<file path="src/rtl/pixlink_pkg.sv">
package pixlink_pkg;

    typedef enum logic [1:0] {
        ST_OFF     = 2'd0,
        ST_ACQUIRE = 2'd1,
        ST_RUN     = 2'd2
    } link_state_t;

endpackage

</file>
<file path="src/rtl/ltx_edge_capture.sv">
module ltx_edge_capture #(
    parameter int WORD_W      = 21,
    parameter int SYNC_STAGES = 2
) (
    input  logic              clk,
    input  logic              rst_n,
    input  logic              pix_clk,
    input  logic              rise_sel,
    input  logic [WORD_W-1:0] word_in,
    output logic              cap,
    output logic              any_edge,
    output logic [WORD_W-1:0] word_cap
);
    localparam int PIPE = SYNC_STAGES + 1;

    logic [SYNC_STAGES:0] ps;
    logic [WORD_W-1:0]    dp [PIPE];

    // pixel clock synchronizer plus one history stage
    always_ff @(posedge clk or negedge rst_n) begin
        if (!rst_n) begin
            ps <= '0;
        end else begin
            ps <= {ps[SYNC_STAGES-1:0], pix_clk};
        end
    end

    // word pipe matched to the history stage: holds value before the edge
    always_ff @(posedge clk or negedge rst_n) begin
        if (!rst_n) begin
            for (int i = 0; i < PIPE; i++) dp[i] <= '0;
        end else begin
            dp[0] <= word_in;
            for (int i = 1; i < PIPE; i++) dp[i] <= dp[i-1];
        end
    end

    logic rise_seen, fall_seen;
    assign rise_seen = ps[SYNC_STAGES-1] & ~ps[SYNC_STAGES];
    assign fall_seen = ~ps[SYNC_STAGES-1] & ps[SYNC_STAGES];
    assign cap       = rise_sel ? rise_seen : fall_seen;
    assign any_edge  = rise_seen | fall_seen;
    assign word_cap  = dp[PIPE-1];

endmodule

</file>
<file path="src/rtl/ltx_clock_monitor.sv">
module ltx_clock_monitor #(
    parameter int LOSS_LIMIT = 32
) (
    input  logic clk,
    input  logic rst_n,
    input  logic edge_seen,
    output logic missing
);
    localparam int GW = $clog2(LOSS_LIMIT + 1);

    logic [GW-1:0] gap;

    always_ff @(posedge clk or negedge rst_n) begin
        if (!rst_n) begin
            gap <= '0;
        end else if (edge_seen) begin
            gap <= '0;
        end else if (gap != GW'(LOSS_LIMIT)) begin
            gap <= gap + 1'b1;
        end
    end

    assign missing = (gap == GW'(LOSS_LIMIT));

    AST_LOSS_STICKS: assert property (@(posedge clk) disable iff (!rst_n)
        (missing && !edge_seen) |=> missing);

endmodule

</file>
<file path="src/rtl/ltx_lane_shifter.sv">
module ltx_lane_shifter #(
    parameter int               LANES       = 3,
    parameter int               SLOTS       = 7,
    parameter logic [SLOTS-1:0] CLK_PATTERN = 7'b1100011
) (
    input  logic                     clk,
    input  logic                     rst_n,
    input  logic                     load,
    input  logic [LANES*SLOTS-1:0]   word,
    output logic [LANES-1:0]         lane_bits,
    output logic                     clk_bit
);
    localparam int WORD_W = LANES * SLOTS;
    localparam int SW     = $clog2(SLOTS);

    logic [WORD_W-1:0] hold;
    logic [SW-1:0]     slot;

    always_ff @(posedge clk or negedge rst_n) begin
        if (!rst_n) begin
            hold <= '0;
            slot <= '0;
        end else if (load) begin
            hold <= word;
            slot <= '0;
        end else if (slot == SW'(SLOTS - 1)) begin
            slot <= '0;
        end else begin
            slot <= slot + 1'b1;
        end
    end

    generate
        for (genvar k = 0; k < LANES; k++) begin : g_lane
            logic [SLOTS-1:0] lane_word;
            assign lane_word    = hold[k*SLOTS +: SLOTS];
            assign lane_bits[k] = lane_word[slot];
        end
    endgenerate

    assign clk_bit = CLK_PATTERN[slot];

    AST_SLOT_RESTART: assert property (@(posedge clk) disable iff (!rst_n)
        load |=> (slot == '0) && (hold == $past(word)));
    AST_SLOT_ADVANCE: assert property (@(posedge clk) disable iff (!rst_n)
        (!load && slot != SW'(SLOTS - 1)) |=> slot == $past(slot) + 1'b1);

endmodule

</file>
<file path="src/rtl/pixlink_tx.sv">
module pixlink_tx
    import pixlink_pkg::*;
#(
    parameter int LANES          = 3,
    parameter int SLOTS          = 7,
    parameter int SYNC_STAGES    = 2,
    parameter int LOSS_LIMIT     = 32,
    parameter int RELOCK_PERIODS = 2
) (
    input  logic                   bit_clk,
    input  logic                   pd_n,
    input  logic                   pix_clk,
    input  logic                   strobe_rise,
    input  logic [LANES*SLOTS-1:0] pix_word,
    output logic [LANES-1:0]       lane_data,
    output logic                   lane_clk,
    output logic                   lane_oe
);
    localparam int WORD_W = LANES * SLOTS;
    localparam int AW     = $clog2(RELOCK_PERIODS + 1);

    logic              cap, any_edge, missing, clk_bit;
    logic [WORD_W-1:0] word_cap;
    logic [LANES-1:0]  lane_bits;

    ltx_edge_capture #(.WORD_W(WORD_W), .SYNC_STAGES(SYNC_STAGES)) u_cap (
        .clk(bit_clk), .rst_n(pd_n), .pix_clk(pix_clk), .rise_sel(strobe_rise),
        .word_in(pix_word), .cap(cap), .any_edge(any_edge), .word_cap(word_cap)
    );

    ltx_clock_monitor #(.LOSS_LIMIT(LOSS_LIMIT)) u_mon (
        .clk(bit_clk), .rst_n(pd_n), .edge_seen(any_edge), .missing(missing)
    );

    ltx_lane_shifter #(.LANES(LANES), .SLOTS(SLOTS)) u_shift (
        .clk(bit_clk), .rst_n(pd_n), .load(cap), .word(word_cap),
        .lane_bits(lane_bits), .clk_bit(clk_bit)
    );

    link_state_t    state, state_nx;
    logic [AW-1:0]  acq_cnt, acq_cnt_nx;

    // state register
    always_ff @(posedge bit_clk or negedge pd_n) begin
        if (!pd_n) begin
            state   <= ST_OFF;
            acq_cnt <= '0;
        end else begin
            state   <= state_nx;
            acq_cnt <= acq_cnt_nx;
        end
    end

    // transitions
    always_comb begin
        state_nx   = state;
        acq_cnt_nx = acq_cnt;
        unique case (state)
            ST_OFF: begin
                state_nx   = ST_ACQUIRE;
                acq_cnt_nx = '0;
            end
            ST_ACQUIRE: begin
                if (cap) begin
                    if (acq_cnt == AW'(RELOCK_PERIODS)) begin
                        state_nx   = ST_RUN;
                        acq_cnt_nx = '0;
                    end else begin
                        acq_cnt_nx = acq_cnt + 1'b1;
                    end
                end else if (missing) begin
                    acq_cnt_nx = '0;
                end
            end
            ST_RUN: begin
                if (missing && !cap) begin
                    state_nx   = ST_ACQUIRE;
                    acq_cnt_nx = '0;
                end
            end
            default: state_nx = ST_OFF;
        endcase
    end

    // outputs
    always_comb begin
        lane_oe   = (state != ST_OFF);
        lane_data = (state == ST_RUN) ? lane_bits : '0;
        lane_clk  = (state == ST_RUN) ? clk_bit : 1'b0;
    end

    AST_LOSS_LEAVES_RUN: assert property (@(posedge bit_clk) disable iff (!pd_n)
        (state == ST_RUN && missing && !cap) |=> state == ST_ACQUIRE);
    AST_RUN_ENTRY_ON_CAP: assert property (@(posedge bit_clk) disable iff (!pd_n)
        $rose(state == ST_RUN) |-> $past(cap));
    AST_CAP_CLEARS_LOSS: assert property (@(posedge bit_clk) disable iff (!pd_n)
        cap |=> !missing);

endmodule

</file>
<file path="config.mk">
export PLATFORM = sky130hd
export DESIGN_NAME = pixlink_tx
export DESIGN_NICKNAME = d
export VERILOG_FILES = /design/src/rtl/pixlink_pkg.sv /design/src/rtl/ltx_edge_capture.sv /design/src/rtl/ltx_clock_monitor.sv /design/src/rtl/ltx_lane_shifter.sv /design/src/rtl/pixlink_tx.sv
export SDC_FILE = /design/constraint.sdc
export NUM_CORES = 1
export LEC_CHECK = 0
export CORE_MARGIN = 3
export CORE_UTILIZATION = 55
export DETAILED_ROUTE_END_ITERATION = 8
export DONT_BUFFER_PORTS = 1
export HOLD_SLACK_MARGIN = 0.05
export PLACE_DENSITY = 0.7
export SLEW_MARGIN = 30
export SYNTH_ARGS = -nofsm -noshare
export SYNTH_HDL_FRONTEND = slang
export SYNTH_HIERARCHICAL = 1
export SYNTH_SLANG_ARGS = --single-unit
</file>
<file path="constraint.sdc">
create_clock -name bit_clk -period 5.35 [get_ports bit_clk]
set_clock_uncertainty 0.1 [all_clocks]
set_input_delay 1.605 -clock bit_clk [delete_from_list [all_inputs] [get_ports bit_clk]]
set_output_delay 1.605 -clock bit_clk [all_outputs]
set_load 0.02 [all_outputs]
</file>
==> results.yml <==
detailed_routing:
  avgRoutedWirePerCell_um: 15.2
  first_pass_iters: 4
  viasPerCell: 5.23
  antenna_left: 0
  wl_mm: 4.47
  met2_wirelength_mm: 2.17
  route.met3.wl_um: 134
  vias: 1539
  wl_met1_mm: 2.07
  drt_iter0_drc: 94
  drc: 0
  highest_layer: "met4"
timing:
  rsz0062_at_grt: "no"
  max_freq_mhz: 267
  finalMaxSlewViolations: 0
  fin_crit_ns: 3.74
  tightest_slew_ns: 0.555
  finalHoldViolations: 0
  slew_headroom: 0.630
  tns_ns: 0
  setup_viol: 0
  period_share: 0.699
  whs_ns: 0.247
floorplan:
  die_x_um: 86.2
  initial_core_util: 0.584
  core-area_sq_um: 6060
  dieHeight_um: 86.2
  die_area_sq_um: 7440
  io_pins: 30
  rows: 28
setup_path:
  crit_arrival_ns: 2.04
  worstSetupEndpointType: "output port"
  slowest_stage: "dfrtp_1"
  worstPathRequired_ns: 3.65
  cp_max_fo: 14
  cp-start-kind: "flip-flop"
  cpPeakStageDelay_ns: 0.70
  cp_cell_sequence: "mux2_2, a221oi_2, a221oi_1, and2_1"
  crit_type: "reg -> out"
layout:
  drive_gt1_frac: 0.224
  diodes: 0
  layout.nets: 243
  area_growth_pct: 3.64
placement:
  portBuffers: 0
  hpwl_mm: 2.92
  finalWeightedCongestion: 0.783
cts:
  clockRootBuffer: "clkbuf_8"
  ctsHoldBuffers: 0
  cts_buffers: 9
  cts_resized: 0
  numClockSinks: 100
  cts_tree: "done"
  clockBufferDepth: 2
  htreeDepth: 3
  clkTransAtPathRegs_ns: 0.10
  clock_latency_ns: 0.35
  post_cts_buffers: 0
logic_synthesis:
  synth_edf_count: 0
  ys_ff_latch: 100
  synth_common_cells: "dfrtp_1 (100), mux2_2 (24), buf_4 (21)"
  yosys.cell_count.top_type: "dfrtp_1"
  syn_area_sq_um: 3540
  synthCells: 229
  synth_fp_nets: 258
  synth_cell_types: 35
  synth_top_cell_by_area: "dfrtp_1"
  yosysWarnings: 6
  synthTopCellsByArea: "dfrtp_1 (71%), mux2_2 (7.6%), buf_4 (4.5%), mux2i_1 (2.5%), ha_1 (1.4%)"
  synth-main-ff-cell: "dfrtp_1"
  avgSynthCellArea_sq_um: 15.5
  seq_area_frac_synth: 0.707
  postSynth.asyncResetShare: 1.00
  synth_top_area_share: 0.707
outcome:
  outcome: "completed"
grt:
  antenna_found_initial: 0
  grt_max_degree: 101
  track_usage: 0.143
  grt_overflow: 0
  grt_pass1_wl_mm: 7.98
  grt_pass1_vias: 1648
pwr:
  ir_worst_vdd_mv: 0.212
  cellPowerDensity_nw_per_um2: 445
  p_total_mw: 1.63
  p_leak_nw: 1.64
min_path:
  hp-class: "reg -> reg"
flow_run:
  drv_cap: 0
==> area by class of cell <==
type | count | area (sq um)
sequential | 100 | 2500
clock inverter | 7 | 106
fill | 456 | 2390
multi-input combinational | 92 | 802
clock buffer | 9 | 124
inverter | 11 | 41.3
tap | 75 | 93.8
==> layout by cell type, fill, tap and decap left out, drive strengths merged, types with 2 or more instances in the layout <==
| master | netlist | final |
|---|---|---|
| a21oi | 3 | 3 |
| a221oi | 6 | 6 |
| a22oi | 2 | 2 |
| and2 | 4 | 4 |
| and2b | 2 | 2 |
| bufinv | 0 | 2 |
| clkbuf | 0 | 9 |
| clkinv | 0 | 3 |
| dfrtp | 100 | 100 |
| ha | 4 | 4 |
| inv | 11 | 13 |
| mux2 | 26 | 26 |
| mux2i | 9 | 9 |
| nand2 | 2 | 2 |
| nand2b | 3 | 3 |
| nand3 | 3 | 3 |
| nor2 | 8 | 8 |
| nor2b | 2 | 2 |
| o21ai | 2 | 2 |
| o22ai | 3 | 3 |
| xor2 | 2 | 2 |
==> worst paths after layout <==
path / start / to / slack, ns / depth (start not counted)
setup / recovery: u_shift/slot[0]$_DFF_PN0_ / lane_data[1] / 1.61 / 4
hold reg to reg: u_cap/dp[59]$_DFF_PN0_ / u_cap/dp[38]$_DFF_PN0_ / 0.25 / 0
min in group asynchronous: pd_n / u_mon/gap[5]$_DFFE_PN0P_ / 0.84 / 0
setup reg to reg: u_mon/gap[0]$_DFFE_PN0P_ / acq_cnt[1]$_DFFE_PN0P_ / 3.55 / 7
hold / removal: u_cap/dp[59]$_DFF_PN0_ / u_cap/dp[38]$_DFF_PN0_ / 0.25 / 0
max in group asynchronous: pd_n / u_cap/ps[2]$_DFF_PN0_ / 4.16 / 0
==> cells by family after synthesis <==
kind of cell               share of synthesized area
adders and majority gates                     0.0141
xor gates and xnor gates                     0.00742
muxes                                          0.110
buffers and inverters                         0.0668
AOI/OAI and AO/OA                             0.0396
DFF                                            0.707
and+or+nand+nor                               0.0551
==> layer usage <==
| metal | global-route usage | vias to the layer above |
|---|---|---|
| li1 | - | 717 |
| met1 | 0.197 | 790 |
| met2 | 0.208 | 26 |
| met3 | 0.0352 | 6 |
| met4 | 0.0850 | 0 |
| met5 | 0 | - |
==> report_power, final <==
part	internal [mW]	total [mW]	switching, mW
clock	0.271	0.525	0.254
combinational	0.118	0.203	0.0854
sequential	0.834	0.906	0.0723
==> stage by stage <==
| step | instances | setup WS (ns) | instance area, sq um | utilization |
|---|---|---|---|---|
| floorplan | 229 | 2.37 | 3540 | - |
| global placement | 278 | 2.02 | 3440 | 0.568 |
| detailed placement | 278 | 1.98 | 3440 | 0.568 |
| CTS | 294 | 1.58 | 3670 | 0.605 |
| global route | 294 | 1.47 | 3670 | 0.605 |
| finish | 294 | 1.61 | 3670 | 0.605 |
==> worst max-delay path: cells and delay by family (launching register included) <==
family          cells  cell delay [ns]
compound gates      2             0.34
mux                 1             0.41
simple gates        1             0.24
flops               1             0.70
==> registers in the layout (all words and copies together) (netlist names) <==
signal	count
state	2
u_shift/slot	3
u_cap/word_cap	21
u_shift/hold	21
u_mon/gap	6
u_cap/dp	42
acq_cnt	2
u_cap/ps	3
No activity file was read; power rests on OpenSTA's default activity.
